## src/rtl/rx_status_pkg.sv

```systemverilog
package rx_status_pkg;
    typedef enum logic [1:0] {
        REG_CTRL = 2'd0,
        REG_STAT = 2'd1,
        REG_DATA = 2'd2,
        REG_NONE = 2'd3
    } reg_sel_e;

    typedef enum logic {
        PACE_READY = 1'b0,
        PACE_GAP   = 1'b1
    } pace_state_e;

    localparam int CTRL_EN_BIT  = 0;
    localparam int CTRL_IE_BIT  = 1;
    localparam int ERR_LSB      = 3;
    localparam int ERR_W        = 3;
    localparam int ERR_IDX_PAR  = 0;
    localparam int ERR_IDX_FRM  = 1;
    localparam int ERR_IDX_OVR  = 2;
endpackage

```

## src/rtl/rx_pacer.sv

```systemverilog
module rx_pacer
    import rx_status_pkg::*;
#(
    parameter int CNT_W = 16
) (
    input  logic             clk,
    input  logic             rst_n,
    input  logic             byte_seen,
    input  logic [CNT_W-1:0] frame_clks,
    output logic             take
);
    localparam logic [CNT_W-1:0] ONE = CNT_W'(1);

    pace_state_e      state;
    logic [CNT_W-1:0] cnt;

    // state register and counter
    always_ff @(posedge clk) begin
        if (!rst_n) begin
            state <= PACE_READY;
            cnt   <= '0;
        end else begin
            unique case (state)
                PACE_READY: begin
                    if (take && frame_clks > ONE) begin
                        state <= PACE_GAP;
                        cnt   <= frame_clks - ONE;
                    end
                end
                PACE_GAP: begin
                    if (cnt <= ONE) state <= PACE_READY;
                    else            cnt   <= cnt - ONE;
                end
                default: state <= PACE_READY;
            endcase
        end
    end

    // outputs
    always_comb begin
        take = byte_seen && (state == PACE_READY);
    end

    // a long interval blocks the very next strobe
    assert_pace_gap_R2: assert property (@(posedge clk) disable iff (!rst_n)
        (take && frame_clks > ONE) |=> !take);
endmodule

```

## src/rtl/rx_flag_keeper.sv

```systemverilog
module rx_flag_keeper
    import rx_status_pkg::*;
#(
    parameter int DATA_W = 8
) (
    input  logic              clk,
    input  logic              rst_n,
    input  logic              take,
    input  logic [DATA_W-1:0] rx_byte,
    input  logic              rx_perr,
    input  logic              rx_break,
    input  logic              ie,
    input  logic              ie_off_wr,
    input  logic              stat_wr,
    input  logic [ERR_W-1:0]  stat_wbits,
    input  logic              stat_rd,
    input  logic              data_rd,
    output logic [DATA_W-1:0] data_q,
    output logic              full,
    output logic [ERR_W-1:0]  err,
    output logic              rxi,
    output logic              eri
);
    logic             load, drop;
    logic [ERR_W-1:0] err_set, snap;
    logic             eri_set, eri_clr;

    always_comb begin
        load    = take && !full;
        drop    = take && full;
        err_set = '0;
        err_set[ERR_IDX_OVR] = drop;
        err_set[ERR_IDX_FRM] = rx_break;
        err_set[ERR_IDX_PAR] = load && rx_perr;
        eri_set = ie && (|err_set);
        eri_clr = ie_off_wr || (stat_wr && (|snap) && (stat_wbits == '0));
    end

    always_ff @(posedge clk) begin
        if (!rst_n) begin
            data_q <= '0;
            full   <= 1'b0;
            err    <= '0;
            snap   <= '0;
            rxi    <= 1'b0;
            eri    <= 1'b0;
        end else begin
            if (load) data_q <= rx_byte;
            if (load)         full <= 1'b1;
            else if (data_rd) full <= 1'b0;
            err  <= (stat_wr ? stat_wbits : err) | err_set;
            if (stat_rd) snap <= err;
            rxi  <= load && ie;
            if (eri_set)      eri <= 1'b1;
            else if (eri_clr) eri <= 1'b0;
        end
    end

    assert_rxi_single_R3: assert property (@(posedge clk) disable iff (!rst_n)
        rxi |=> !rxi);
    assert_rxi_full_R3: assert property (@(posedge clk) disable iff (!rst_n)
        rxi |-> full);
    assert_drop_keeps_R4: assert property (@(posedge clk) disable iff (!rst_n)
        (take && full) |=> (err[ERR_IDX_OVR] && $stable(data_q)));
    assert_eri_needs_ie_R4: assert property (@(posedge clk) disable iff (!rst_n)
        $rose(eri) |-> $past(ie));
    assert_read_empties_R7: assert property (@(posedge clk) disable iff (!rst_n)
        (data_rd && !take) |=> !full);
endmodule

```

## src/rtl/rx_status_ctrl.sv

```systemverilog
module rx_status_ctrl
    import rx_status_pkg::*;
#(
    parameter int CNT_W = 16
) (
    input  logic             clk,
    input  logic             rst_n,
    input  logic             rx_valid,
    input  logic [7:0]       rx_byte,
    input  logic             rx_perr,
    input  logic             rx_break,
    input  logic [CNT_W-1:0] frame_clks,
    input  logic [1:0]       h_addr,
    input  logic             h_wr,
    input  logic             h_rd,
    input  logic [7:0]       h_wdata,
    output logic [7:0]       h_rdata,
    output logic             rx_irq,
    output logic             err_irq
);
    logic             en_q, ie_q;
    logic             take;
    logic [7:0]       data_q;
    logic             full;
    logic [ERR_W-1:0] err;
    logic             ctrl_wr, stat_wr, stat_rd, data_rd;
    logic             unused_wbits;

    assign unused_wbits = ^{h_wdata[7:6], h_wdata[2]};

    always_comb begin
        ctrl_wr = h_wr && (reg_sel_e'(h_addr) == REG_CTRL);
        stat_wr = h_wr && (reg_sel_e'(h_addr) == REG_STAT);
        stat_rd = h_rd && (reg_sel_e'(h_addr) == REG_STAT);
        data_rd = h_rd && (reg_sel_e'(h_addr) == REG_DATA);
    end

    always_ff @(posedge clk) begin
        if (!rst_n) begin
            en_q <= 1'b0;
            ie_q <= 1'b0;
        end else if (ctrl_wr) begin
            en_q <= h_wdata[CTRL_EN_BIT];
            ie_q <= h_wdata[CTRL_IE_BIT];
        end
    end

    rx_pacer #(.CNT_W(CNT_W)) u_pacer (
        .clk        (clk),
        .rst_n      (rst_n),
        .byte_seen  (rx_valid && en_q),
        .frame_clks (frame_clks),
        .take       (take)
    );

    rx_flag_keeper #(.DATA_W(8)) u_flags (
        .clk        (clk),
        .rst_n      (rst_n),
        .take       (take),
        .rx_byte    (rx_byte),
        .rx_perr    (rx_perr),
        .rx_break   (rx_break),
        .ie         (ie_q),
        .ie_off_wr  (ctrl_wr && !h_wdata[CTRL_IE_BIT]),
        .stat_wr    (stat_wr),
        .stat_wbits (h_wdata[ERR_LSB +: ERR_W]),
        .stat_rd    (stat_rd),
        .data_rd    (data_rd),
        .data_q     (data_q),
        .full       (full),
        .err        (err),
        .rxi        (rx_irq),
        .eri        (err_irq)
    );

    always_comb begin
        unique case (reg_sel_e'(h_addr))
            REG_CTRL: h_rdata = {6'b0, ie_q, en_q};
            REG_STAT: h_rdata = {1'b1, full, err[ERR_IDX_OVR], err[ERR_IDX_FRM],
                                 err[ERR_IDX_PAR], 1'b1, 2'b00};
            REG_DATA: h_rdata = data_q;
            default:  h_rdata = 8'h00;
        endcase
    end

    // nothing is taken while receive is disabled
    assert_disabled_quiet_R1: assert property (@(posedge clk) disable iff (!rst_n)
        (!en_q && !full) |=> !rx_irq);
endmodule

```

## config.mk

```make
export PLATFORM = sky130hd
export DESIGN_NAME = rx_status_ctrl
export DESIGN_NICKNAME = d
export VERILOG_FILES = /design/src/rtl/rx_status_pkg.sv /design/src/rtl/rx_pacer.sv /design/src/rtl/rx_flag_keeper.sv /design/src/rtl/rx_status_ctrl.sv
export SDC_FILE = /design/constraint.sdc
export NUM_CORES = 1
export LEC_CHECK = 0
export BUFFER_PORTS_ARGS = -buffer_cell sky130_fd_sc_hd__buf_2
export CAP_MARGIN = 0
export CORE_MARGIN = 2
export CORE_UTILIZATION = 55
export CTS_BUF_LIST = sky130_fd_sc_hd__clkbuf_2
export DETAILED_ROUTE_END_ITERATION = 6
export PLACE_DENSITY = 0.8
export SLEW_MARGIN = 30
export SYNTH_ARGS = -nofsm -noshare
export SYNTH_HDL_FRONTEND = slang
export SYNTH_HIERARCHICAL = 1
export SYNTH_SLANG_ARGS = --single-unit
```

## constraint.sdc

```tcl
create_clock -name clk -period 4.39 [get_ports clk]
set_clock_uncertainty 0.05 [all_clocks]
set_input_delay 0.2195 -clock clk [delete_from_list [all_inputs] [get_ports clk]]
set_output_delay 0.2195 -clock clk [all_outputs]
set_load 0.1 [all_outputs]
```

==> out/metrics.cfg <==
[clock_network]
clk_path_buf_depth=2
path_clk_slew_ns=0.16
cts_num_sinks=36
clock_latency_ns=0.37
root_buffer=clkbuf_2
tritoncts=yes
cts_made_buffers=5
htreeDepth=2
cts.repair.resized=0

[placed_design]
gp_congestion=0.866
dp_hpwl_um=3680
portBuffers=47

[pwr]
p_clk_share_pct=22.3
irDropWorstVdd_v=0.0000895
seqPwrFrac_pct=56.6
power_frac_comb_pct=21.1
powerDensity_mw_per_mm2=232
p_leak_nw=1.05
swShare_pct=31.0
p_int_w=0.000415
power_switching_w=0.000186

[timing]
finalCriticalPeriod_ns=2.30
rsz0062_at_grt=no
finalSetupViolations=0
tns_ns=0
whs_ns=0.0235
relSlewSlack_pct=50.2
slew_viol_final=0
hold_viol=0
fmax_ghz=0.435
tightest_slew_ns=0.746
period_share_pct=52.4

[logic_synthesis]
avgSynthCellArea_um2=8.23
synth.area.top_cells=dfxtp_1, nand2_1, a21oi_1
yosys.area.top_type=dfxtp_1
async_reset_ff_share_pct=0
synth_fp_nets=329
synth_edf_count=0
synth_top_area_share_pct=30.8
ys_seq_elements=36
syn_inst=284
yosysMostFrequentCell=nand2_1
ys_seq_area_share_pct=30.8
synth_ff_type=dfxtp_1
synth_warnings=6
synth_commonest_cells=nand2_1, dfxtp_1, a21oi_1
yosysUniqueCellTypes=57
netlist_area_mm2=0.00234

[critical_path]
critPathBufInv=0
crit_family=simple AND/OR/NAND/NOR gates
cp-startpoint=u_pacer/cnt[13]
worstSetupPathType=reg2reg
critPathMaxStageDelay_ns=0.59
crit_arrival_ns=2.56
cp.required_ns=4.65
worstPathCellList=nor4_2, nand4_1, o31ai_1, and2_1, o21ai_0, a21oi_1
r2r_cells=6
crit_path_top_delay_cell=and2_1
crit_path_end_kind=flip-flop
cp.depth=6
worst-path-max-fanout=18
rr_startpoint=u_pacer/cnt[13]
crit_end=u_pacer/cnt[9]
start_kind=flip-flop
rr_endpoint=u_pacer/cnt[9]
reg2reg_setup_slack_ns=2.09

[die]
die_y_um=69.2
die_area_mm2=0.00479
core_mm2=0.00406
die_w_um=69.2
start_util_pct=57.6
ios=51
rows=23

[routing]
wirelength_um=5140
drt-pass1-iter-count=4
vias=2144
antenna_left=0
via_per_inst=5.66
routedWlPerCell_um=13.6
drc=0
drtIter0Drc=126

[global_routing]
grt_pass1_wl_um=8490
grt-ovfl-total=0
first_global_vias=1943
antenna_found_initial=0
grt_start_max_net_pins=45
track_usage_pct=21.5

[final_layout]
n_antenna_cell=0
layout.nets=374
layout-drive-gt1-share_pct=23.1
syn2layout_area_growth_pct=11.1
utilization_pct=64.0
nFillCells=372

[outcome]
status=finished, final reports clean

[run]
max_cap_viol_count=0

[worst_hold_path]
min_path_type=in2reg

-- worst min-delay path by stage --
stage	start	end	slack, ns	cells after the start
floorplan	rx_break	u_flags/err[1]	0.29	1
global placement	u_flags/eri	u_flags/eri	0.40	2
detailed placement	u_flags/eri	u_flags/eri	0.41	2
CTS	rx_byte[0]	u_flags/data_q[0]	0.0001	3
global route	rx_byte[6]	u_flags/data_q[6]	0.002	3
finish	rx_byte[2]	u_flags/data_q[2]	0.02	3
-- per-layer routing --
layer	part of all wire (%)	global-route usage, %	up-vias
li1	-	-	1108
met1	45	26.6	965
met2	49	37.4	69
met3	5.8	4.36	2
met4	0.23	6.54	0
met5	0	0	-
-- worst reg2reg max path, stage by stage (launching register included) --
cell,delay (ns)
dfxtp_1,0.37
nor4_2,0.47
nand4_1,0.15
o31ai_1,0.26
and2_1,0.59
o21ai_0,0.20
a21oi_1,0.16
-- cells by family (layout without fill, tap and decap cells) --
family / after synthesis / after routing / share of synthesized area, %
AOI/OAI and AO/OA: 84 / 84 / 25.4
xor gates and xnor gates: 12 / 12 / 4.50
adders and majority gates: 4 / 4 / 2.14
buffers and inverters: 20 / 65 / 6.05
DFF: 36 / 36 / 30.8
muxes: 10 / 10 / 4.34
and+or+nand+nor: 118 / 118 / 26.8
-- layout make-up --
type / count / area, um2 / area share (%)
flip-flops and latches: 36 / 721 / 27.8
repair buffers: 52 / 283 / 10.9
clock inverters: 2 / 7.51 / 0.289
multi-input cells: 228 / 1480 / 56.8
well taps: 50 / 62.6 / 2.41
clock buffers: 5 / 25.0 / 0.964
inverters: 6 / 22.5 / 0.867
-- what timing repair did --
action | 4_1_cts | 5_1_grt
buffers inserted | 0 | 0
hold buffers | 1 | 3
endpoints found under the hold margin | 1 | 3
-- cells in the final DEF, fill, tap and decap left out, drive strengths merged, types with 2 or more instances in the layout --
cell and n:
clkinv 2, nor4 6, o211ai 5, or3 2, nand2 48, buf 48
a22o 4, nor3b 3, nor2 19, o21ai 16, o22ai 5, inv 6
xor2 6, ha 4, o31a 3, clkbuf 5, mux2i 9, o21a 4
o31ai 5, nor3 6, nand2b 5, dfxtp 36, nand4 6, o32ai 4
a21boi 11, a21oi 20, nand3 6, nor2b 7, nand3b 2, a21o 2
and2 5, dlygate4sd3 4, xnor2 6
-- power by group through the flow --
stage	Combinational, W	Clock, W	Sequential (W)
2_1_floorplan	0.0000842	0	0.000347
3_3_place_gp	0.000121	0	0.000347
3_5_place_dp	0.000123	0	0.000347
4_1_cts	0.000124	0.000140	0.000340
5_1_grt	0.000139	0.000152	0.000342
6_report	0.000127	0.000134	0.000340
-- flip-flops by register name, indices dropped and copies added (netlist names) --
name and flops:
u_flags/rxi 1, ie_q 1, u_flags/data_q 8, u_pacer/state 1
u_flags/eri 1, u_flags/snap 3, u_pacer/cnt 16, u_flags/full 1
en_q 1, u_flags/err 3
-- through the flow --
stage	cell area (um2)	power (W)	setup WS [ns]	std cells
global placement	2520	0.000468	2.18	368
global route	2600	0.000633	1.84	379
finish	2600	0.000602	2.09	379
CTS	2570	0.000605	2.14	376
detailed placement	2520	0.000470	2.11	368
floorplan	2340	0.000432	2.48	284
(Power assumes the default switching activity.)
